==> config.mk <==
export PLATFORM = sky130hd
export DESIGN_NAME = nc_step_sequencer
export DESIGN_NICKNAME = d
export VERILOG_FILES = /design/src/rtl/nc_seq_pkg.sv /design/src/rtl/nc_event_tally.sv /design/src/rtl/nc_phase_fsm.sv /design/src/rtl/nc_phase_decode.sv /design/src/rtl/nc_step_sequencer.sv
export SDC_FILE = /design/constraint.sdc
export NUM_CORES = 1
export LEC_CHECK = 0
export BUFFER_PORTS_ARGS = -buffer_cell sky130_fd_sc_hd__buf_2
export CAP_MARGIN = 0
export CORE_ASPECT_RATIO = 1.5
export CORE_MARGIN = 2
export CORE_UTILIZATION = 59
export DETAILED_ROUTE_END_ITERATION = 10
export PLACE_DENSITY = 0.85
export SLEW_MARGIN = 20
export SYNTH_ARGS = -nofsm -noshare
export SYNTH_HDL_FRONTEND = slang
export SYNTH_SLANG_ARGS = --single-unit
==> constraint.sdc <==
create_clock -name clk -period 4.4 [get_ports clk]
set_input_delay 0.66 -clock clk [delete_from_list [all_inputs] [get_ports clk]]
set_output_delay 0.66 -clock clk [all_outputs]
set_load 0.03 [all_outputs]
==> src/rtl/nc_seq_pkg.sv <==
package nc_seq_pkg;

    localparam int NUM_PHASES = 7;
    localparam int PH_W       = $clog2(NUM_PHASES);

    // Phase encodings double as bit positions in the one-hot phase vector.
    typedef enum logic [PH_W-1:0] {
        PH_IDLE     = 3'd0,
        PH_DOWNLOAD = 3'd1,
        PH_COMP     = 3'd2,
        PH_LEAK     = 3'd3,
        PH_FIRE     = 3'd4,
        PH_UPLOAD   = 3'd5,
        PH_LEARN    = 3'd6
    } phase_e;

endpackage

==> src/rtl/nc_event_tally.sv <==
module nc_event_tally
    import nc_seq_pkg::*;
#(
    parameter int CNT_W = 8
) (
    input  logic clk,
    input  logic rst_n,
    input  logic step_begin,
    input  logic in_download,
    input  logic in_comp,
    input  logic fifo_empty,
    input  logic comp_ev_done,
    output logic ev_pop,
    output logic all_processed
);

    localparam logic [CNT_W-1:0] CNT_MAX = {CNT_W{1'b1}};

    logic [CNT_W-1:0] taken_cnt;
    logic [CNT_W-1:0] served_cnt;
    logic             accept_done;

    always_comb begin
        ev_pop        = in_download & ~fifo_empty;
        all_processed = (served_cnt == taken_cnt);
        accept_done   = in_comp & comp_ev_done & ~all_processed;
    end

    always_ff @(posedge clk) begin
        if (!rst_n) begin
            taken_cnt  <= '0;
            served_cnt <= '0;
        end else if (step_begin) begin
            taken_cnt  <= '0;
            served_cnt <= '0;
        end else begin
            if (ev_pop)      taken_cnt  <= taken_cnt + 1'b1;
            if (accept_done) served_cnt <= served_cnt + 1'b1;
        end
    end

    // completions never run ahead of downloads
    a_r4_served_le_taken: assert property (@(posedge clk) disable iff (!rst_n)
        served_cnt <= taken_cnt);

    // the event count must not wrap within one step
    a_r3_no_overflow: assert property (@(posedge clk) disable iff (!rst_n)
        ev_pop |-> (taken_cnt != CNT_MAX));

    // an accepted completion moves the served count on by one
    a_r4_served_step: assert property (@(posedge clk) disable iff (!rst_n)
        (accept_done && !step_begin) |=> (served_cnt == $past(served_cnt) + 1'b1));

endmodule

==> src/rtl/nc_phase_fsm.sv <==
module nc_phase_fsm
    import nc_seq_pkg::*;
(
    input  logic   clk,
    input  logic   rst_n,
    input  logic   start_step,
    input  logic   learn_en,
    input  logic   fifo_empty,
    input  logic   all_processed,
    input  logic   leak_done,
    input  logic   fire_done,
    input  logic   upload_done,
    input  logic   learn_done,
    output phase_e state,
    output logic   step_begin,
    output logic   step_done
);

    phase_e state_nx;
    logic   finishing;

    // State register
    always_ff @(posedge clk) begin
        if (!rst_n) state <= PH_IDLE;
        else        state <= state_nx;
    end

    // Next-state logic
    always_comb begin
        state_nx = state;
        unique case (state)
            PH_IDLE:     if (start_step)    state_nx = PH_DOWNLOAD;
            PH_DOWNLOAD: if (fifo_empty)    state_nx = PH_COMP;
            PH_COMP:     if (all_processed) state_nx = PH_LEAK;
            PH_LEAK:     if (leak_done)     state_nx = PH_FIRE;
            PH_FIRE:     if (fire_done)     state_nx = PH_UPLOAD;
            PH_UPLOAD:   if (upload_done)   state_nx = learn_en ? PH_LEARN : PH_IDLE;
            PH_LEARN:    if (learn_done)    state_nx = PH_IDLE;
            default:                        state_nx = PH_IDLE;
        endcase
    end

    // Outputs
    always_comb begin
        step_begin = (state == PH_IDLE) && start_step;
        finishing  = ((state == PH_UPLOAD) && upload_done && !learn_en) ||
                     ((state == PH_LEARN) && learn_done);
    end

    always_ff @(posedge clk) begin
        if (!rst_n) step_done <= 1'b0;
        else        step_done <= finishing;
    end

    a_r2_idle_hold: assert property (@(posedge clk) disable iff (!rst_n)
        (state == PH_IDLE && !start_step) |=> (state == PH_IDLE));

    a_r2_idle_exit: assert property (@(posedge clk) disable iff (!rst_n)
        (state == PH_IDLE && start_step) |=> (state == PH_DOWNLOAD));

    a_r5_leak_hold: assert property (@(posedge clk) disable iff (!rst_n)
        (state == PH_LEAK && !leak_done) |=> (state == PH_LEAK));

    a_r5_fire_hold: assert property (@(posedge clk) disable iff (!rst_n)
        (state == PH_FIRE && !fire_done) |=> (state == PH_FIRE));

    a_r6_skip_learn: assert property (@(posedge clk) disable iff (!rst_n)
        (state == PH_UPLOAD && upload_done && !learn_en) |=> (state == PH_IDLE));

    a_r6_learn_hold: assert property (@(posedge clk) disable iff (!rst_n)
        (state == PH_LEARN && !learn_done) |=> (state == PH_LEARN));

    a_r7_single_pulse: assert property (@(posedge clk) disable iff (!rst_n)
        step_done |=> !step_done);

    a_r7_done_in_idle: assert property (@(posedge clk) disable iff (!rst_n)
        step_done |-> (state == PH_IDLE));

    a_r9_after_comp: assert property (@(posedge clk) disable iff (!rst_n)
        (state == PH_LEAK && $past(state) != PH_LEAK) |-> ($past(state) == PH_COMP));

endmodule

==> src/rtl/nc_phase_decode.sv <==
module nc_phase_decode
    import nc_seq_pkg::*;
(
    input  phase_e                  state,
    output logic [NUM_PHASES-1:0]   phase_vec
);

    for (genvar i = 0; i < NUM_PHASES; i++) begin : g_bit
        assign phase_vec[i] = (state == PH_W'(i));
    end

    // exactly one phase is shown at any time
    always_comb begin
        a_r8_onehot: assert ($countones(phase_vec) == 1);
    end

endmodule

==> src/rtl/nc_step_sequencer.sv <==
module nc_step_sequencer
    import nc_seq_pkg::*;
#(
    parameter int EV_CNT_W = 8
) (
    input  logic                  clk,
    input  logic                  rst_n,
    input  logic                  start_step,
    input  logic                  learn_en,
    input  logic                  fifo_empty,
    output logic                  ev_pop,
    input  logic                  comp_ev_done,
    input  logic                  leak_done,
    input  logic                  fire_done,
    input  logic                  upload_done,
    input  logic                  learn_done,
    output logic [NUM_PHASES-1:0] phase_vec,
    output logic                  step_done
);

    phase_e state;
    logic   step_begin;
    logic   all_processed;

    nc_phase_fsm u_fsm (
        .clk          (clk),
        .rst_n        (rst_n),
        .start_step   (start_step),
        .learn_en     (learn_en),
        .fifo_empty   (fifo_empty),
        .all_processed(all_processed),
        .leak_done    (leak_done),
        .fire_done    (fire_done),
        .upload_done  (upload_done),
        .learn_done   (learn_done),
        .state        (state),
        .step_begin   (step_begin),
        .step_done    (step_done)
    );

    nc_event_tally #(.CNT_W(EV_CNT_W)) u_tally (
        .clk          (clk),
        .rst_n        (rst_n),
        .step_begin   (step_begin),
        .in_download  (phase_vec[PH_DOWNLOAD]),
        .in_comp      (phase_vec[PH_COMP]),
        .fifo_empty   (fifo_empty),
        .comp_ev_done (comp_ev_done),
        .ev_pop       (ev_pop),
        .all_processed(all_processed)
    );

    nc_phase_decode u_decode (
        .state    (state),
        .phase_vec(phase_vec)
    );

    // pops happen only while downloading from a non-empty queue
    a_r3_pop_window: assert property (@(posedge clk) disable iff (!rst_n)
        ev_pop |-> (phase_vec[PH_DOWNLOAD] && !fifo_empty));

    // COMP never ends while events are still owed
    a_r4_comp_exit: assert property (@(posedge clk) disable iff (!rst_n)
        (phase_vec[PH_COMP] && !all_processed) |=> phase_vec[PH_COMP]);

endmodule

### Yosys cells after proc, flatten, opt, wreduce, memory -nomap -nowiden

Index checks and enable logic that the tools add are counted.
W data, S select, Z words.

| operators by class | value |
|---|---|
| order comparisons | 0 |
| $add $sub $neg | 2 |
| $mul | 0 |
| divide/modulo/power cells | 0 |
| bitwise gates (word level) | 6 |
| muxes and demuxes | 9 |
| reductions and logical operators | 9 |
| equality and inequality tests | 14 |
| shifts and indexed selects | 0 |

Operator list:

| kind | number |
|---|---|
| $mux W3 | 8 |
| $pmux W3 S7 | 1 |
| $add A8 B1 Y8 const B | 2 |
| $ne A2 B2 Y1 const B | 7 |
| $eq A3 B3 Y1 const B | 3 |
| $eq A8 B8 Y1 | 1 |
| $reduce_and A7 Y1 | 1 |
| $eq A3 B2 Y1 const B | 2 |
| $logic_and A1 B1 Y1 | 4 |
| $and A1 B1 Y1 | 3 |
| $eq A3 B1 Y1 const B | 1 |
| $logic_not A3 Y1 | 1 |
| $not A1 Y1 | 3 |
| $reduce_or A2 Y1 | 1 |
| $logic_not A1 Y1 | 1 |
| $logic_or A1 B1 Y1 | 1 |

| storage, ports and cells | value |
|---|---|
| word-level logic and storage cells | 44 |
| RAM bits | 0 |
| latch bits | 0 |
| memories kept | 0 |
| register bits after elaboration | 20 |
| memory bits (read-only) | 0 |
| output and inout port bits | 9 |
| bits of input ports | 10 |

### Longest topological paths before layout

Gate-level depths: netlist (run 1).

| logic depth | value |
|---|---|
| depth after elaboration | 4 |
| mapped depth | 6 |
| gate-level depth less buffers | 5 |

### Hierarchy

Synthesis (run 1) repeated with hierarchy kept, for this count alone.

| unflattened totals | value |
|---|---|
| cell total of the unflattened synthesis | 136 |
| area total of the unflattened synthesis | 1199.9 µm² |

By module, submodules not included:

| module | cells each | instances | area each (µm²) | sequential area each (µm²) |
|---|---|---|---|---|
| nc_event_tally | 91 | 1 | 820.8 | 320.3 |
| nc_phase_fsm | 38 | 1 | 321.6 | 80.1 |
| nc_phase_decode | 7 | 1 | 57.6 | 0.0 |

### Least setup slack after synthesis (run 1)

No wires, ideal clock.

| timing path | value |
|---|---|
| path kind | register to output |
| start | register u_fsm.state[2] |
| end | output port phase_vec[4] |
| data arrival time | 1.348 ns |
| cell stages (with the launch flop) | 4 |
| data required time | 3.740 ns |
| path buffers | 1 |
| slack | 2.392 ns |
| cell sequence | dfxtp_1 -> buf_4 -> inv_1 -> nor3_1 |

| on the way | value |
|---|---|
| cells in the longest elaborated chain, start to end | 1 |

Ends and longest elaborated chain:

| what | line | source |
|---|---|---|
| from (decl) | nc_phase_fsm.sv:14 | `output phase_e state,` |
| from (signal assigned) | nc_phase_fsm.sv:25 | `else state <= state_nx;` |
| $eq A3 B3 Y1 | nc_phase_decode.sv:9 | `assign phase_vec[i] = (state == PH_W'(i));` |
| to (decl) | nc_step_sequencer.sv:17 | `output logic [NUM_PHASES-1:0] phase_vec,` |

No other way between the ends.

### Worst setup path in the final report (run 1)

| timing path | value |
|---|---|
| start | register u_fsm.state[0] |
| end | output port ev_pop |

| on the way | value |
|---|---|
| cells in the longest elaborated chain, start to end | 2 |

Ends and longest elaborated chain:

| what | line | source |
|---|---|---|
| $eq A3 B1 Y1 | nc_phase_decode.sv:9 |  |
| $and A1 B1 Y1 | nc_event_tally.sv:24 | `ev_pop = in_download & ~fifo_empty;` |
| to (decl) | nc_step_sequencer.sv:11 | `output logic ev_pop,` |

No other way between the ends.

==> flow_summary.yaml, run 1 <==
worst_setup_path:
  arrival_ps: 1800
  start_kind: "flip-flop"
  worst-path-buf-inv: 1
  crit_type: "flip-flop to output pin"
  crit_chain: "nor4b_4 > buf_2"
  cpPeakStageDelay_ps: 670
  crit_slowest_cell: "dfxtp_1"
  worstPathMaxFanout: 16
  worst_path_dominant_cell_family: "flip-flops"
  required_ps: 3740
  cp-end-kind: "output pin"
timing:
  tightest_slew_ps: 529.6
  final_hold_viol_count: 0
  fin_skew_ps: 8.055
  finalSetupTns_ps: 0
  max_freq_mhz: 405.8
  rsz0062_at_grt: "no"
  setup_violations: 0
  finalWorstPathRequiredPeriod_ps: 2464
  fin_crit_sh_pct: 56.00
  timing.slew.headroom_pct: 64.65
  worst_slack_ps: 1936
  drv_slew: 0
cells_and_area:
  nFillCells: 151
  fin_nets: 161
  syn2layout_area_growth_pct: 8.056
  antennaDiodeCount: 0
  drive_above_1_share_pct: 18.37
pwr:
  total_power_uw: 411.3
  p_per_area_nw_per_um2: 326.7
  p_leak_nw: 0.4714
  peakVddDrop_v: 0.0003204
grt:
  grt_usage_pct: 23.59
  overflow: 0
  grt_pass1_wl_um: 3870
  antenna_found_initial: 0
  grt_max_degree: 17
  grt_pass1_vias: 947
synth:
  synth_area_leaders: "dfxtp_1 (34%), xnor2_1 (8.3%), nor2_1 (4.5%), xor2_1 (4.5%), nand2_1 (3.2%)"
  syn_area_um2: 1165
  yosysWarnings: 0
  syn_avg_cell_area_um2: 8.693
  synth-seq-cells: 20
  synth-edff-count: 0
  synth.top_cell.area_share_pct: 34.37
  ys_seq_area_share_pct: 34.37
  synth-async-reset-ratio_pct: 0
  ys_types: 36
  synth_top_area_cell: "dfxtp_1"
  syn_inst: 134
  yosys_most_used_dff: "dfxtp_1"
  synthesis.nets: 146
clocking:
  tritoncts: "yes"
  root_buffer: "clkbuf_4"
  clock-sinks: 20
  h-tree-depth: 1
  cts_resized: 0
  clkLatencyLatePin_ps: 310
  postCtsHoldBufs: 0
  cts.path.max_buffers: 2
  cts_made_buffers: 3
  cts.clk_slew.worst_paths_ps: 110
  cts_setup_buffers: 0
route:
  viasPerCell: 5.988
  drt-wirelength-per-cell_um: 13.85
  wl_um: 2326
  dr_total_vias: 1006
  final_antenna_net_count: 0
  drt-pass1-iter-count: 4
  drc: 0
  first_iter_violations: 33
floorplan:
  start_util_pct: 62.82
  die_area_um2: 2353
  die_w_um: 40.28
  rows: 19
  io_pins: 19
  fp.dieH_um: 58.42
  core_um2: 1854
flow_run:
  cap_violations: 0
worst_hold_path:
  hold_class: "flip-flop to flip-flop"
placement:
  io_buffer_count: 18
  dp_slack_ps: 2216
  globalplace.congestion: 0.7445
  dp_hpwl_um: 1750
run_status:
  status: "finished, final reports clean"
==> metal layers <==
| metal | share of wire (%) | global-route usage, % |
|---|---|---|
| met5 | 0 | 0 |
| met1 | 40 | 23.08 |
| met3 | 3.3 | 3.774 |
| met2 | 55 | 44.70 |
| met4 | 1.2 | 10.00 |
==> sequential cells by signal (all words and copies together), names as in the netlist <==
register            flops
u_tally.served_cnt      8
u_tally.taken_cnt       8
u_fsm.state             3
u_fsm.step_done         1
==> layout by cell type (no fill, tap or decap) <==
master | Yosys | routed
or4_1 | 2 | 2
nand2b_1 | 1 | 1
a21oi_1 | 7 | 7
dfxtp_1 | 20 | 20
buf_2 | 2 | 18
nor3_1 | 3 | 3
nand4_2 | 2 | 2
or3_1 | 4 | 4
o211ai_4 | 1 | 1
nor2_1 | 14 | 14
nand2_1 | 10 | 10
nor4b_1 | 1 | 1
nand3_1 | 3 | 3
and2_1 | 2 | 2
xor2_1 | 6 | 6
nor3b_4 | 1 | 1
a32o_1 | 1 | 1
nor4b_4 | 1 | 1
mux2i_1 | 1 | 1
nand4_1 | 5 | 5
nor2b_1 | 4 | 4
nor3b_1 | 2 | 2
clkbuf_4 | 0 | 3
inv_1 | 3 | 3
a21o_1 | 1 | 1
o21ai_0 | 7 | 7
a222oi_1 | 1 | 1
ha_1 | 2 | 2
xnor2_1 | 11 | 11
o31ai_1 | 3 | 3
a21boi_0 | 1 | 1
o211ai_1 | 2 | 2
o2111ai_2 | 1 | 1
and3_1 | 3 | 3
==> worst register-to-register path: stages, from the launching register on <==
cell and delay [ps]:
dfxtp_1 660, nor3_1 170, nand2_1 100, nand2_1 310, or4_1 600, nand2_1 70
==> report_power, final <==
group          total, mW  internal (mW)  switching [mW]
Sequential         0.213          0.188          0.0249
Combinational      0.111         0.0426          0.0679
Clock             0.0882         0.0320          0.0562
Total              0.411          0.262           0.149
==> final cells by class <==
class / count / area, µm² / share of cell area (%)
clock buffers: 3 / 22.52 / 1.789
repair buffers: 18 / 90.09 / 7.157
inverters: 3 / 11.26 / 0.8946
multi-input cells: 103 / 708.2 / 56.26
flip-flops and latches: 20 / 400.4 / 31.81
well taps: 21 / 26.28 / 2.087
==> metrics by stage <==
step / utilization (%) / hold slack [ps] / cell area [µm²] / instances
after floorplan: - / 471.3 / 1165 / 134
after global placement: 66.67 / 481.6 / 1236 / 165
after detailed placement: 66.67 / 501.7 / 1236 / 165
after CTS: 67.88 / 516.4 / 1259 / 168
after global routing: 67.88 / 532.7 / 1259 / 168
final: 67.88 / 507.9 / 1259 / 168
==> cell families after synthesis <==
logic type | synth area share, %
xor gates and xnor gates | 12.78
adders and majority gates | 2.148
AOI/OAI and AO/OA | 15.36
buffers and inverters | 4.833
and+or+nand+nor | 29.64
muxes | 0.8593
DFF | 34.37
==> final timing paths <==
kind	startpoint	endpoint	slack, ps	depth (start not counted)
max	u_fsm.state[0]$_SDFFE_PN0P_	ev_pop	1940	2
min	u_tally.served_cnt[7]$_SDFFE_PP0P_	u_tally.served_cnt[7]$_SDFFE_PP0P_	510	2
max reg2reg	u_fsm.state[1]$_SDFFE_PN0P_	u_tally.served_cnt[5]$_SDFFE_PP0P_	2440	5
min reg2reg	u_tally.served_cnt[7]$_SDFFE_PP0P_	u_tally.served_cnt[7]$_SDFFE_PP0P_	510	2
==> cells in the mapped netlist, types with 3 or more instances <==
| cell type | instances |
|---|---|
| dfxtp_1 | 20 |
| nor2_1 | 14 |
| xnor2_1 | 11 |
| nand2_1 | 10 |
| a21oi_1 | 7 |
| o21ai_0 | 7 |
| xor2_1 | 6 |
| nand4_1 | 5 |
| nor2b_1 | 4 |
| or3_1 | 4 |
| and3_1 | 3 |
| buf_4 | 3 |
| inv_1 | 3 |
| nand3_1 | 3 |
| nor3_1 | 3 |
| o31ai_1 | 3 |
No activity file was read; power rests on OpenSTA's default activity.
==> run 2: changes to the inputs <==
CORE_UTILIZATION = 49   (was 59)
PLACE_DENSITY = 0.76   (was 0.85)
clock period = 2 ns   (was 4.4 ns; I/O delays follow)
==> run 2 against run 1 <==
Worst setup slack got worse by 1800 ps. Die area is 19% higher. Hold slack got worse by 250 ps. Clock skew is 2.0 ps lower. Flip-flop and latch count is the same. Clock-buffer cell count unchanged.
==> flow_summary.yaml, run 2 (synthesized netlist as in run 1, its figures left out) <==
worst_hold_path:
  hold_depth: 3
  hold_class: "primary input to flip-flop"
grt:
  antenna_found_initial: 0
  grt_pass1_wl_um: 4478
  grt_usage_pct: 20.50
  grt_max_degree: 15
  overflow: 0
  grt_pass1_vias: 1047
route:
  first_iter_violations: 25
  drc: 0
  wl_um: 2483
  viasPerCell: 5.773
  drt-wirelength-per-cell_um: 14.11
  final_antenna_net_count: 0
  dr_total_vias: 1016
  drt-pass1-iter-count: 4
worst_setup_path:
  worstPathMaxFanout: 12
  crit_chain: "nor2b_1 > nand2_1 > inv_1 > buf_2"
  required_ps: 1700
  crit_slowest_cell: "dfxtp_1"
  ff2ff_setup_slack_ps: 250
  reg2reg_depth: 5
  cpPeakStageDelay_ps: 640
  crit_type: "flip-flop to output pin"
  arrival_ps: 1560
  start_kind: "flip-flop"
  cp-end-kind: "output pin"
timing:
  max_freq_mhz: 537.4
  fin_crit_sh_pct: 93.05
  setup_violations: 0
  drv_slew: 0
  worst_slack_ps: 139.1
  whs_ps: 260.8
  tightest_slew_ps: 479.9
  timing.slew.headroom_pct: 67.96
  finalWorstPathRequiredPeriod_ps: 1861
  finalSetupTns_ps: 0
  rsz0062_at_grt: "no"
  fin_skew_ps: 6.026
  final_hold_viol_count: 0
clocking:
  cts_made_buffers: 3
  tritoncts: "yes"
  cts_setup_buffers: 0
  root_buffer: "clkbuf_4"
  cts.clk_slew.worst_paths_ps: 120
  clock-sinks: 20
  postCtsHoldBufs: 0
  cts.path.max_buffers: 2
  h-tree-depth: 1
  clkLatencyLatePin_ps: 310
  cts_resized: 0
cells_and_area:
  drive_above_1_share_pct: 21.57
  mostFrequentLayoutCells: "dfxtp_1 (20), buf_2 (18), nor2_1 (14)"
  layout_commonest_cell: "dfxtp_1"
  antennaDiodeCount: 0
  largestRegisters: "u_tally.served_cnt: 8 flops, u_tally.taken_cnt: 8 flops, u_fsm.state: 3 flops"
  final_area_um2: 1329
  fin_nets: 166
  syn2layout_area_growth_pct: 14.07
  fin_cells: 176
  post-route-util_pct: 59.50
floorplan:
  die_area_um2: 2791
  io_pins: 19
  rows: 21
  die_w_um: 43.81
  core_um2: 2233
  start_util_pct: 52.16
  fp.dieH_um: 63.72
pwr:
  p_per_area_nw_per_um2: 814.6
  total_power_mw: 1.082
  p_leak_nw: 0.5110
  peakVddDrop_v: 0.0008499
placement:
  globalplace.congestion: 0.7463
  dp_hpwl_um: 1883
  dp_cells: 172
  dp_slack_ps: 281.6
  io_buffer_count: 18
  placed_area_um2: 1276
run_status:
  status: "finished, final reports clean"
flow_run:
  cap_violations: 0
-- run 2: layer usage --
layer	vias to the layer above	wire, µm	GRT usage, %
met2	21	1353	38.60
met3	4	63	1.719
li1	514	-	-
met4	0	25	7.197
met5	-	0	0
met1	477	1040	22.52
-- run 2: power breakdown --
group / internal, mW / switching [mW] / total (mW)
Clock: 0.203 / 0.134 / 0.336
Sequential: 0.413 / 0.0333 / 0.447
Combinational: 0.121 / 0.178 / 0.300
-- run 2: final timing paths --
path / startpoint / end
hold / removal: learn_done / u_fsm.step_done$_SDFF_PN0_
setup / recovery: u_fsm.state[2]$_SDFFE_PN0P_ / phase_vec[5]
setup reg to reg: u_fsm.state[2]$_SDFFE_PN0P_ / u_fsm.state[0]$_SDFFE_PN0P_
hold reg to reg: u_tally.served_cnt[6]$_SDFFE_PP0P_ / u_tally.served_cnt[6]$_SDFFE_PP0P_
-- run 2: critical path, delay by kind of cell, from the launching register on --
kind	cells	cell delay, ps
AND/OR/NAND/NOR	2	370
flip-flops	1	640
buffers and inverters	2	240
-- run 2: area by class of cell --
cell class,instances,area (µm²)
inverters,3,11.26
fillers,184,904.6
repair buffers,23,127.6
flip-flops and latches,20,400.4
clock inverters,1,30.03
clock buffers,3,22.52
multi-input cells,103,708.2
well taps,23,28.78
==> run 3: changes to the inputs <==
GPL_TIMING_DRIVEN = 0   (was not set)
RECOVER_POWER = 100   (was not set)
==> run 3 against run 2 <==
Via count is 4.7% higher. Flip-flop and latch count stayed put. First-iteration DRC count is 12% higher. Utilization is 0.17 points higher. Total power is 8.9% lower. Global-route usage is 0.091 points lower. Routed wire length is 4.6% higher. Cell count is 3.4% higher. Combinational power is 7.0% higher. Register-to-register slack worse by 110 ps. Sequential power is 3% lower. Clock power is 31% lower.
==> flow_summary.yaml, run 3 (synthesized netlist as in run 1, its figures left out) <==
timing:
  rsz0062_at_grt: "no"
  worst_slack_ps: 138.0
  max_freq_mhz: 537.0
  timing.slew.headroom_pct: 68.05
  finalSetupTns_ps: 0
  finalWorstPathRequiredPeriod_ps: 1862
  setup_violations: 0
  drv_slew: 0
  tightest_slew_ps: 479.3
  fin_skew_ps: 5.616
  fin_crit_sh_pct: 93.10
  final_hold_viol_count: 0
worst_setup_path:
  arrival_ps: 2110
  crit_chain: "clkbuf_2 > nor3b_2 > o2111ai_2 > or4_1 > nand2_1"
  worstPathMaxFanout: 7
  cp-end-kind: "flip-flop"
  required_ps: 2250
  cpPeakStageDelay_ps: 540
  start_kind: "flip-flop"
  crit_type: "flip-flop to flip-flop"
  crit_slowest_cell: "or4_1"
cells_and_area:
  multi_input_area_um2: 701.9
  drive_above_1_share_pct: 21.38
  nFillCells: 212
  mostFrequentLayoutCells: "dfxtp_1 (19), nor2_1 (14), xnor2_1 (11)"
  antennaDiodeCount: 0
  syn2layout_area_growth_pct: 14.39
  fin_nets: 172
  seq_area_um2: 401.6
  layout_commonest_cell: "dfxtp_1"
  largestRegisters: "u_tally.served_cnt: 8 flops, u_tally.taken_cnt: 8 flops, u_fsm.state: 3 flops"
clocking:
  cts.clk_slew.worst_paths_ps: 110
  tritoncts: "yes"
  cts_made_buffers: 3
  clock-sinks: 20
  clkLatencyLatePin_ps: 300
  cts.path.max_buffers: 2
  h-tree-depth: 1
  root_buffer: "clkbuf_4"
floorplan:
  start_util_pct: 52.16
  rows: 21
  core_um2: 2233
  die_w_um: 43.81
  fp.dieH_um: 63.72
  io_pins: 19
  die_area_um2: 2791
pwr:
  p_leak_nw: 0.5085
  p_per_area_nw_per_um2: 740.1
  peakVddDrop_v: 0.0004932
  total_power_uw: 986.3
flow_run:
  cap_violations: 0
route:
  drt-pass1-iter-count: 4
  viasPerCell: 5.846
  dr_total_vias: 1064
  first_iter_violations: 28
  wl_um: 2598
  drt-wirelength-per-cell_um: 14.27
  drc: 0
  final_antenna_net_count: 0
grt:
  antenna_found_initial: 0
  grt_max_degree: 12
  grt_usage_pct: 20.41
  grt_pass1_vias: 1039
  grt_pass1_wl_um: 4416
  overflow: 0
placement:
  io_buffer_count: 18
  globalplace.congestion: 0.7354
  dp_hpwl_um: 1951
  dp_slack_ps: 216.7
run_status:
  status: "finished, final reports clean"
worst_hold_path:
  hold_class: "primary input to flip-flop"
run 3: path summary, 6_finish.rpt:
| path | start | end | slack [ps] | cells past startpoint |
|---|---|---|---|---|
| setup / recovery | u_fsm.state[1]$_SDFFE_PN0P_ | u_tally.served_cnt[5]$_SDFFE_PP0P_ | 140 | 5 |
| hold / removal | learn_done | u_fsm.step_done$_SDFF_PN0_ | 280 | 3 |
| setup reg to reg | u_fsm.state[1]$_SDFFE_PN0P_ | u_tally.served_cnt[5]$_SDFFE_PP0P_ | 140 | 5 |
| hold reg to reg | u_tally.served_cnt[7]$_SDFFE_PP0P_ | u_tally.served_cnt[7]$_SDFFE_PP0P_ | 520 | 2 |
run 3: critical path, delay by kind of cell (launching register included):
family | cells | cell delay [ps]
simple gates | 3 | 1000
flops | 1 | 320
compound gates | 1 | 290
buf+inv | 1 | 190
run 3: area by class of cell:
cell class,count,area share (%)
inverters,3,0.8451
repair buffers,21,8.075
flip-flops and latches,20,30.14
well taps,23,2.160
plain buffers,8,3.380
clock buffers,4,2.723
multi-input cells,103,52.68
run 3: repair_timing:
action / CTS / global route
endpoints found under the setup margin: 0 / 3
buffers inserted: 0 / 3
resized for setup: 0 / 5
hold buffers: 0 / 0
run 3: power by group:
| part | total, mW | leakage [nW] | internal [mW] | switching (mW) |
|---|---|---|---|---|
| clock network | 0.231 | 0.0210 | 0.111 | 0.120 |
| logic | 0.321 | 0.326 | 0.121 | 0.200 |
| registers | 0.434 | 0.162 | 0.414 | 0.0196 |
run 3: metrics by stage:
| step | cells | utilization (%) | area [µm²] | hold WS, ps |
|---|---|---|---|---|
| after detailed placement | 175 | 57.48 | 1284 | 498.0 |
| after global routing | 182 | 59.66 | 1333 | 305.7 |
| after global placement | 175 | 57.48 | 1284 | 485.5 |
| after floorplan | 134 | - | 1165 | 421.7 |
| after CTS | 179 | 59.10 | 1320 | 272.7 |
| final | 182 | 59.66 | 1333 | 275.7 |
run 3: metal layers:
layer / global-route usage [%] / routed length [µm] / vias up
met2: 37.87 / 1430 / 26
li1: - / - / 531
met5: 0 / 0 / -
met3: 4.011 / 101 / 2
met4: 7.576 / 21 / 0
met1: 21.34 / 1045 / 505
